<file path="src/rtl/cfg_ser_pkg.sv">
`timescale 1ns/1ps
package cfg_ser_pkg;

  typedef enum logic [2:0] {
    ST_IDLE,
    ST_PROG_ON,
    ST_PROG_OFF,
    ST_FETCH,
    ST_BIT_LO,
    ST_BIT_HI,
    ST_FIN_LO,
    ST_FIN_HI
  } cfg_state_e;

  typedef enum logic [1:0] {
    ERR_INIT_START = 2'd0,
    ERR_INIT_CLEAR = 2'd1,
    ERR_CRC        = 2'd2,
    ERR_DONE_TMO   = 2'd3
  } cfg_err_e;

  // wait phase sharing one timeout window; 0 = untimed
  function automatic logic [1:0] wait_grp(cfg_state_e s);
    case (s)
      ST_PROG_ON:           return 2'd1;
      ST_PROG_OFF:          return 2'd2;
      ST_FIN_LO, ST_FIN_HI: return 2'd3;
      default:              return 2'd0;
    endcase
  endfunction

endpackage

</file>
<file path="src/rtl/cfg_half_timer.sv">
`timescale 1ns/1ps
module cfg_half_timer #(
  parameter int W = 8
) (
  input  logic         clk_i,
  input  logic         rst_ni,
  input  logic         restart_i,
  input  logic [W-1:0] half_i,
  output logic         last_o
);
  logic [W-1:0] cnt_q, lim_m1;

  assign lim_m1 = (half_i == '0) ? '0 : half_i - W'(1);
  assign last_o = (cnt_q >= lim_m1);

  always_ff @(posedge clk_i or negedge rst_ni) begin
    if (!rst_ni)                  cnt_q <= '0;
    else if (restart_i || last_o) cnt_q <= '0;
    else                          cnt_q <= cnt_q + W'(1);
  end

  assert_cnt_bound_R5: assert property (@(posedge clk_i) disable iff (!rst_ni)
    !restart_i |-> cnt_q <= lim_m1);

endmodule

</file>
<file path="src/rtl/cfg_timeout.sv">
`timescale 1ns/1ps
module cfg_timeout #(
  parameter int LIMIT = 2000000
) (
  input  logic clk_i,
  input  logic rst_ni,
  input  logic clr_i,
  input  logic run_i,
  output logic expired_o
);
  localparam int W = $clog2(LIMIT + 1);
  localparam logic [W-1:0] LAST = W'(LIMIT - 1);

  logic [W-1:0] cnt_q;

  assign expired_o = (cnt_q == LAST);

  always_ff @(posedge clk_i or negedge rst_ni) begin
    if (!rst_ni)                   cnt_q <= '0;
    else if (clr_i)                cnt_q <= '0;
    else if (run_i && !expired_o)  cnt_q <= cnt_q + W'(1);
  end

  assert_clr_window_R2: assert property (@(posedge clk_i) disable iff (!rst_ni)
    clr_i |=> !expired_o);

endmodule

</file>
<file path="src/rtl/cfg_byte_shifter.sv">
`timescale 1ns/1ps
module cfg_byte_shifter #(
  parameter int DATA_W = 8
) (
  input  logic              clk_i,
  input  logic              rst_ni,
  input  logic              load_i,
  input  logic [DATA_W-1:0] data_i,
  input  logic              shift_i,
  output logic              msb_o,
  output logic              last_bit_o
);
  localparam int BIT_W = $clog2(DATA_W);

  logic [DATA_W-1:0] sh_q;
  logic [BIT_W-1:0]  bit_q;

  assign msb_o      = sh_q[DATA_W-1];
  assign last_bit_o = (bit_q == BIT_W'(DATA_W - 1));

  always_ff @(posedge clk_i or negedge rst_ni) begin
    if (!rst_ni) begin
      sh_q  <= '0;
      bit_q <= '0;
    end else if (load_i) begin
      sh_q  <= data_i;
      bit_q <= '0;
    end else if (shift_i) begin
      sh_q  <= {sh_q[DATA_W-2:0], 1'b1};
      bit_q <= bit_q + BIT_W'(1);
    end
  end

  assert_load_msb_R4: assert property (@(posedge clk_i) disable iff (!rst_ni)
    load_i |=> msb_o == $past(data_i[DATA_W-1]));

endmodule

</file>
<file path="src/rtl/cfg_serial_master.sv">
`timescale 1ns/1ps
module cfg_serial_master
  import cfg_ser_pkg::*;
#(
  parameter int CNT_W      = 16,
  parameter int HALF_W     = 8,
  parameter int TMO_CYCLES = 2000000
) (
  input  logic              clk_i,
  input  logic              rst_ni,
  input  logic              start_i,
  input  logic [CNT_W-1:0]  byte_cnt_i,
  input  logic [HALF_W-1:0] half_per_i,
  input  logic [7:0]        data_i,
  input  logic              data_valid_i,
  output logic              data_ready_o,
  output logic              prog_o,
  output logic              cclk_o,
  output logic              sdata_o,
  input  logic              init_i,
  input  logic              done_i,
  output logic              busy_o,
  output logic              done_ok_o,
  output logic              error_o,
  output logic [1:0]        err_code_o
);
  cfg_state_e        state_q, state_d;
  logic [HALF_W-1:0] half_q;
  logic [CNT_W-1:0]  left_q;
  logic              err_q, ok_q;
  cfg_err_e          code_q, code_d;

  logic crc_bad, tick, tmo_exp, tmo_clr, tmo_run, tick_restart;
  logic load, shift, dec, set_err, set_ok, accept;
  logic msb, last_bit;

  assign crc_bad = init_i && !done_i;
  assign accept  = (state_q == ST_IDLE) && start_i;

  always_comb begin
    state_d = state_q;
    code_d  = code_q;
    load    = 1'b0;
    shift   = 1'b0;
    dec     = 1'b0;
    set_err = 1'b0;
    set_ok  = 1'b0;
    unique case (state_q)
      ST_IDLE:     if (start_i) state_d = ST_PROG_ON;
      ST_PROG_ON: begin
        if (init_i) state_d = ST_PROG_OFF;
        else if (tmo_exp) begin
          set_err = 1'b1; code_d = ERR_INIT_START; state_d = ST_IDLE;
        end
      end
      ST_PROG_OFF: begin
        if (!init_i) state_d = (left_q == '0) ? ST_FIN_LO : ST_FETCH;
        else if (tmo_exp) begin
          set_err = 1'b1; code_d = ERR_INIT_CLEAR; state_d = ST_IDLE;
        end
      end
      ST_FETCH: begin
        if (crc_bad) begin
          set_err = 1'b1; code_d = ERR_CRC; state_d = ST_IDLE;
        end else if (data_valid_i) begin
          load = 1'b1; state_d = ST_BIT_LO;
        end
      end
      ST_BIT_LO:   if (tick) state_d = ST_BIT_HI;
      ST_BIT_HI: begin
        if (tick) begin
          shift = 1'b1;
          if (last_bit) begin
            dec     = 1'b1;
            state_d = (left_q == CNT_W'(1)) ? ST_FIN_LO : ST_FETCH;
          end else begin
            state_d = ST_BIT_LO;
          end
        end
      end
      ST_FIN_LO: begin
        if (tmo_exp) begin
          set_err = 1'b1; code_d = ERR_DONE_TMO; state_d = ST_IDLE;
        end else if (tick) begin
          if (done_i) begin
            set_ok = 1'b1; state_d = ST_IDLE;
          end else begin
            state_d = ST_FIN_HI;
          end
        end
      end
      ST_FIN_HI: begin
        if (tmo_exp) begin
          set_err = 1'b1; code_d = ERR_DONE_TMO; state_d = ST_IDLE;
        end else if (tick) begin
          state_d = ST_FIN_LO;
        end
      end
      default:     state_d = ST_IDLE;
    endcase
  end

  always_ff @(posedge clk_i or negedge rst_ni) begin
    if (!rst_ni) begin
      state_q <= ST_IDLE;
      half_q  <= '0;
      left_q  <= '0;
      err_q   <= 1'b0;
      ok_q    <= 1'b0;
      code_q  <= ERR_INIT_START;
    end else begin
      state_q <= state_d;
      if (accept) begin
        half_q <= half_per_i;
        left_q <= byte_cnt_i;
        err_q  <= 1'b0;
        ok_q   <= 1'b0;
      end
      if (dec)     left_q <= left_q - CNT_W'(1);
      if (set_err) begin
        err_q  <= 1'b1;
        code_q <= code_d;
      end
      if (set_ok)  ok_q <= 1'b1;
    end
  end

  // one timeout window per wait phase, restarted on entering a new phase
  assign tmo_run      = (wait_grp(state_q) != 2'd0);
  assign tmo_clr      = (wait_grp(state_d) != wait_grp(state_q));
  assign tick_restart = (state_d != state_q) || (state_q == ST_IDLE);

  cfg_timeout #(.LIMIT(TMO_CYCLES)) u_tmo (
    .clk_i    (clk_i),
    .rst_ni   (rst_ni),
    .clr_i    (tmo_clr),
    .run_i    (tmo_run),
    .expired_o(tmo_exp)
  );

  cfg_half_timer #(.W(HALF_W)) u_half (
    .clk_i    (clk_i),
    .rst_ni   (rst_ni),
    .restart_i(tick_restart),
    .half_i   (half_q),
    .last_o   (tick)
  );

  cfg_byte_shifter #(.DATA_W(8)) u_shift (
    .clk_i     (clk_i),
    .rst_ni    (rst_ni),
    .load_i    (load),
    .data_i    (data_i),
    .shift_i   (shift),
    .msb_o     (msb),
    .last_bit_o(last_bit)
  );

  assign busy_o       = (state_q != ST_IDLE);
  assign prog_o       = (state_q == ST_PROG_ON);
  assign cclk_o       = (state_q == ST_BIT_HI) || (state_q == ST_FIN_HI);
  assign sdata_o      = (state_q == ST_FIN_LO) || (state_q == ST_FIN_HI) ||
                        (((state_q == ST_BIT_LO) || (state_q == ST_BIT_HI)) && msb);
  assign data_ready_o = (state_q == ST_FETCH) && !crc_bad;
  assign done_ok_o    = ok_q;
  assign error_o      = err_q;
  assign err_code_o   = code_q;

  assert_sdata_hold_R4: assert property (@(posedge clk_i) disable iff (!rst_ni)
    (cclk_o && $past(cclk_o)) |-> $stable(sdata_o));

  assert_crc_stop_R6: assert property (@(posedge clk_i) disable iff (!rst_ni)
    (state_q == ST_FETCH && init_i && !done_i) |=>
      (error_o && err_code_o == ERR_CRC && !cclk_o));

  assert_ok_after_done_R7: assert property (@(posedge clk_i) disable iff (!rst_ni)
    $rose(done_ok_o) |-> $past(done_i));

  assert_err_release_R10: assert property (@(posedge clk_i) disable iff (!rst_ni)
    $rose(error_o) |-> (!busy_o && !prog_o && !cclk_o));

endmodule

</file>
<file path="config.mk">
export PLATFORM = sky130hd
export DESIGN_NAME = cfg_serial_master
export DESIGN_NICKNAME = d
export VERILOG_FILES = /design/src/rtl/cfg_ser_pkg.sv /design/src/rtl/cfg_half_timer.sv /design/src/rtl/cfg_timeout.sv /design/src/rtl/cfg_byte_shifter.sv /design/src/rtl/cfg_serial_master.sv
export SDC_FILE = /design/constraint.sdc
export NUM_CORES = 1
export LEC_CHECK = 0
export ABC_AREA = 0
export ABC_CLOCK_PERIOD_IN_PS = 5310
export BUFFER_PORTS_ARGS = -buffer_cell sky130_fd_sc_hd__buf_4
export CORE_AREA = 2 2 98 90
export CTS_BUF_LIST = sky130_fd_sc_hd__clkbuf_16
export DETAILED_ROUTE_END_ITERATION = 10
export DIE_AREA = 0 0 100 92
export GPL_TIMING_DRIVEN = 0
export PLACE_DENSITY = 0.82
export SETUP_SLACK_MARGIN = 0.15
export SKIP_CTS_REPAIR_TIMING = 1
export SYNTH_ARGS = -nofsm -noshare
export SYNTH_HDL_FRONTEND = slang
export SYNTH_HIERARCHICAL = 1
export SYNTH_SLANG_ARGS = --single-unit
</file>
<file path="constraint.sdc">
create_clock -name clk_i -period 5.31 [get_ports clk_i]
set_clock_uncertainty 0.2 [all_clocks]
set_input_delay 0.7965 -clock clk_i [delete_from_list [all_inputs] [get_ports clk_i]]
set_output_delay 0.7965 -clock clk_i [all_outputs]
set_load 0.05 [all_outputs]
</file>
* Word level (Yosys, flattened, before mapping)
Cells that the tools add are included.
** Word-level totals
- Bits in registers :: 71
- Memories :: 0
- Latch bits :: 0
- Memory bits (read-only) :: 0
- Output and inout bits :: 9
- Memory bits (writable) :: 0
** Cells by class
- Shifts and indexed selects :: 0
- Reductions and logical operators :: 28
- Multiply operators :: 0
- $lt $le $gt $ge :: 1
- Eq/ne operators :: 22
- Bitwise logic cells :: 0
- Muxes and demuxes :: 56
- Divide/modulo/power cells :: 0
- Add/subtract/negate cells :: 5
** Operators with widths (number)
- $mux 3 :: 18
- $mux 21 :: 2
- $mux 16 :: 2
- $mux 8 :: 4
- $pmux 3 s8 :: 1
- $add 21x1->21 const B :: 1
- $eq 21x21->1 const B :: 1
- $eq 3x3->1 const B :: 7
- $mux 1 :: 19
- $eq 16x1->1 const B :: 1
- $logic_not 16->1 :: 1
- $sub 16x1->16 const B :: 1
- $mux 2 :: 6
- $pmux 2 s3 :: 2
- $reduce_bool 2->1 :: 6
- $eq 3x2->1 const B :: 3
- $add 8x1->8 const B :: 1
- $ge 8x8->1 :: 1
- $logic_not 8->1 :: 1
- $pmux 2 s4 :: 1
- $reduce_and 8->1 :: 1
- $sub 8x1->8 const B :: 1
- $eq 3x1->1 const B :: 2
- $logic_or 1x1->1 :: 6
- other kinds (12) :: 23

* Logic depth before layout (Yosys ltp)
- Word-level depth :: 11
- Mapped depth :: 20
- Gate-level depth less buffers :: 20

* Cells and area by module
The synthesis kept the hierarchy.
** Modules (own cells, without submodules)
- cfg_serial_master :: instances 1, area an instance 2040.7 um2, cells an instance 256, seq. area each 775.7 um2
- cfg_timeout :: instances 1, area an instance 1139.8 um2, cells an instance 121, seq. area each 525.5 um2
- cfg_half_timer :: instances 1, area an instance 716.9 um2, cells an instance 75, seq. area each 200.2 um2
- cfg_byte_shifter :: instances 1, area an instance 508.0 um2, cells an instance 46, seq. area each 275.3 um2

* Worst setup path before layout
No wires, ideal clock.
- Path type :: reg-to-reg
- Start :: register half_q[0]
- End :: register u_tmo.cnt_q[11]
- Arrival time :: 4.118 ns
- Clock period less this slack :: 4.437 ns
- Cell stages (with the launch flop) :: 20
- Buffers on the path :: 2
- Path slack :: 0.873 ns
- Cell sequence :: dfrtp_1 -> inv_1 -> ha_1 -> nor2b_4 -> nand3b_2 -> or3_4 -> o21ai_1 -> ha_1 -> a211o_1 -> a31oi_1 -> o21ai_0 -> and4_1 -> buf_2 -> nor2_1 -> o211ai_1 -> and3_1 -> a211o_1 -> a211oi_1 -> clkbuf_1 -> o21ba_2
** Between the ends
- Cells in the longest elaborated chain, start to end :: 11
- Elaborated cells between the ends (all ways) :: 20
** Ends and longest elaborated chain
- from (decl) :: line cfg_serial_master.sv:28 : logic [HALF_W-1:0] half_q;
- from (signal assigned) :: line cfg_serial_master.sv:114 : half_q <= half_per_i;
- $sub 8x1->8 or $logic_not 8->1 (tied branches) :: line cfg_half_timer.sv:13 : assign lim_m1 = (half_i == '0) ? '0 : half_i - W'(1);
- $mux 8 * :: line cfg_half_timer.sv:13
- $ge 8x8->1 * :: line cfg_half_timer.sv:14 : assign last_o = (cnt_q >= lim_m1);
- named net tick :: line cfg_serial_master.sv:33 : logic crc_bad, tick, tmo_exp, tmo_clr, tmo_run, tick_restart;
- $mux 3 (on tied branches) :: line cfg_serial_master.sv:95, cfg_serial_master.sv:84
- $mux 3 (on tied branches) :: line cfg_serial_master.sv:93, cfg_serial_master.sv:82
- $pmux 3 s8 * :: line cfg_serial_master.sv:48 : unique case (state_q)
- named net state_d[1] :: line cfg_serial_master.sv:27 : cfg_state_e state_q, state_d;
- $eq 3x3->1 :: line cfg_ser_pkg.sv:24 : case (s)
- $reduce_or 2->1 :: line cfg_ser_pkg.sv:24
- $pmux 2 s3 * :: line cfg_ser_pkg.sv:24
- $ne 2x2->1 * :: line cfg_serial_master.sv:130 : assign tmo_clr = (wait_grp(state_d) != wait_grp(state_q));
- named net tmo_clr :: line cfg_serial_master.sv:33
- $mux 21 or $reduce_bool 2->1 (tied branches)
- to (signal assigned) :: line cfg_timeout.sv:21 : else if (run_i && !expired_o) cnt_q <= cnt_q + W'(1);
- to (decl) :: line cfg_timeout.sv:14 : logic [W-1:0] cnt_q;
Mark *: on every way through the listed nets, which the timed path passes. The rest lies on a longest branch.
A chain may end at the register's enable or synchronous reset.

* Worst setup path in the final report
Ends and elaborated chain as after synthesis.

==> flow_summary.ini <==
[die]
die_h_um = 92
fp.dieW_um = 100
io_pins = 47
fp-row-count = 32
fp.coreArea_mm2 = 0.00833
initial_core_util_pct = 52.9
dieArea_mm2 = 0.00920

[flow_run]
maxCapViolCount = 0

[routing]
wire_per_inst_um = 15.4
routed_wl_um = 10200
ant_nets = 0
drt-initial-drc-count = 314
drcViolationCount = 0
dr.pass1.iters = 5
vias = 3938
routed_via_density = 5.95

[logic_synthesis]
yosys-top-cells-area = dfrtp_1 (40%), nand2_1 (5.8%), nor2_1 (4.9%)
avgSynthCellArea_um2 = 8.85
yosys.cell_types.count = 71
ys_warn_count = 6
yosysSeqAreaShare_pct = 40.3
ys.flop_type = dfrtp_1
async_reset_ff_share_pct = 100
syn_nets = 552
synth_common_cells = dfrtp_1 (71), nand2_1 (68), nor2_1 (57)
yosysTopAreaCell = dfrtp_1
synth-edff-count = 0
yosys.area.top_type_share_pct = 40.3
syn_inst = 498
synth_area_mm2 = 0.00441
ys_ff_latch = 71
yosysMostFrequentCell = dfrtp_1

[grt]
antenna_found_initial = 0
grt_overflow = 0
grt_start_max_net_pins = 72
grtUsageTotal_pct = 24.1
grt_pass1_vias = 4043
grt_pass1_wl_um = 17900

[worst_setup_path]
cp_top_family = compound AO/OA/AOI/OAI gates
crit_fanout = 10
worstSetupPathType = reg -> reg
crit_path_end_kind = flop
start_kind = flop
critical_path_arrival_ps = 4890
cp_slowest_cell = dfrtp_1
path_cells = inv_1 -> ha_1 -> nor2b_4 -> nand3b_2 -> or3_4 -> o21ai_1 -> ha_1 -> a211o_1 -> a31oi_2 -> o21ai_0 -> and4_1 -> buf_2 -> nor2_1 -> o211ai_1 -> and3_1 -> a211o_1 -> a211oi_2 -> buf_4 -> o21ba_2
path_buf_inv = 3
critPathMaxStageDelay_ps = 400
critPathRequiredTime_ps = 5330

[clock_tree]
cts_max_path_buffers = 2
cts_tree = built
clk_latency_ps = 330
cts_max_level = 3
clkTransAtPathRegs_ps = 50
cts.sinks = 71
cts_root_buf = clkbuf_16
cts_made_buffers = 9

[pwr]
sw_frac_of_total_pct = 44.0
total_power_w = 0.00268
p_int_w = 0.00150
pwr_density_cell_mw_per_mm2 = 520
ir_drop_uv = 307
pwr-share-clk_pct = 19.6
seqPwrFrac_pct = 32.5
switchingPower_w = 0.00118
p_leak_nw = 2.24
comb_power_share_pct = 47.8

[cells_and_area]
antenna_cells = 0
final_nets = 609
area_growth_pct = 17.0
multi_input_area_mm2 = 0.00243
final_layout_size_suffix_gt1_share_pct = 17.1
fillCellCount = 695
ff_latch_area_mm2 = 0.00178

[timing]
drv_slew = 0
tightest_slew_ps = 902
timing.setup.tns_ps = 0
finalCriticalPeriod_ps = 4870
relSlewSlack_pct = 39.9
fmax_ghz = 0.205
rsz0062_at_grt = false
setup_viol = 0
final_hold_viol_count = 0
fin_crit_sh_pct = 91.8

[outcome]
status = finished, final reports clean

[place]
gp_congestion = 0.938
hpwl_um = 7220
portBuffers = 46

[min_path]
hold_path.class = reg -> reg
-- flip-flops by register name, summed over array words and instances, names as in the netlist --
name and count:
u_tmo/cnt_q 21, left_q 16, half_q 8, u_half/cnt_q 8, u_shift/sh_q 8, state_q 3
u_shift/bit_q 3, err_code_o 2, done_ok_o 1, error_o 1
-- layout make-up --
cell class | count | area share [%]
buffer | 22 | 2.62
clock buffer | 9 | 4.37
clock inverter | 7 | 0.631
inverter | 20 | 1.46
multi-input combinational | 385 | 47.3
sequential | 71 | 34.5
tap | 102 | 2.48
timing repair buffer | 46 | 6.70
-- cells in the final DEF (no fill, tap or decap), types with 3 or more instances in the layout --
| cell type | instances |
|---|---|
| nor3_1 | 13 |
| o211ai_1 | 7 |
| buf_4 | 54 |
| mux2i_1 | 11 |
| nor2b_1 | 7 |
| nor3b_1 | 3 |
| o21a_1 | 3 |
| nand4_1 | 6 |
| or3_1 | 4 |
| nand2_1 | 68 |
| o21ai_0 | 19 |
| nand2b_1 | 6 |
| clkbuf_1 | 5 |
| nor2_1 | 57 |
| inv_1 | 22 |
| nand3_1 | 21 |
| nor4_1 | 7 |
| or4_1 | 6 |
| a21oi_1 | 28 |
| buf_2 | 5 |
| ha_1 | 16 |
| o21ai_1 | 8 |
| xor2_1 | 15 |
| and2_1 | 5 |
| a211oi_1 | 3 |
| a311oi_1 | 3 |
| clkbuf_16 | 9 |
| dfrtp_1 | 71 |
| and3_1 | 5 |
| o31ai_1 | 6 |
| a31oi_1 | 4 |
| xnor2_1 | 6 |
-- cells by family (layout without fill, tap and decap cells) --
| family | Yosys count | in the layout | share of synthesized area [%] |
|---|---|---|---|
| multiplexers | 11 | 11 | 2.50 |
| adder cells (fa/ha/maj) | 16 | 16 | 4.54 |
| XOR/XNOR | 21 | 21 | 4.18 |
| flip-flops | 71 | 71 | 40.3 |
| AO/OA/AOI/OAI | 107 | 107 | 16.7 |
| buffers and inverters | 42 | 104 | 4.66 |
| AND/OR/NAND/NOR | 230 | 230 | 27.1 |
-- power by group through the flow --
stage	logic (W)	registers, W	clock network, W
finish	0.00128	0.000872	0.000526
global route	0.00141	0.000896	0.000565
CTS	0.00125	0.000867	0.000536
detailed placement	0.00124	0.000875	0
global placement	0.00118	0.000866	0
floorplan	0.000891	0.000880	0
-- per-layer routing --
layer	track usage, %	share of wire [%]
met5	0	0
met4	7.88	1.7
met3	5.56	4.9
met2	40.0	48
met1	31.2	45
-- final timing paths --
kind	to	start	depth (start not counted)	slack (ps)
worst max-delay path	u_tmo/cnt_q[11]$_DFFE_PN0P_	half_q[0]$_DFFE_PN0P_	19	440
worst min-delay path	error_o$_DFFE_PN0P_	error_o$_DFFE_PN0P_	1	290
worst max register to register	u_tmo/cnt_q[11]$_DFFE_PN0P_	half_q[0]$_DFFE_PN0P_	19	440
worst min register to register	error_o$_DFFE_PN0P_	error_o$_DFFE_PN0P_	1	290
max in group asynchronous	left_q[15]$_DFFE_PN0P_	rst_ni	1	3920
min in group asynchronous	left_q[10]$_DFFE_PN0P_	rst_ni	1	360
-- worst reg2reg max path, delay by kind of cell, from the launching register on --
family          cells  cell delay [ps]
compound gates      8             1820
simple gates        6             1390
buf+inv             3              520
fa+ha+maj           2              430
flops               1              400
-- per-stage QoR --
step / area, um^2 / hold WS (ps) / util, % / instances / setup WS (ps)
floorplan: 4410 / 259 / - / 498 / 873
global placement: 4880 / 282 / 58.6 / 646 / 240
detailed placement: 4880 / 279 / 58.6 / 646 / 93.5
CTS: 5140 / 291 / 61.7 / 662 / 67.2
global route: 5150 / 312 / 61.9 / 662 / 190
finish: 5150 / 287 / 61.9 / 662 / 435
(Power assumes the default switching activity.)
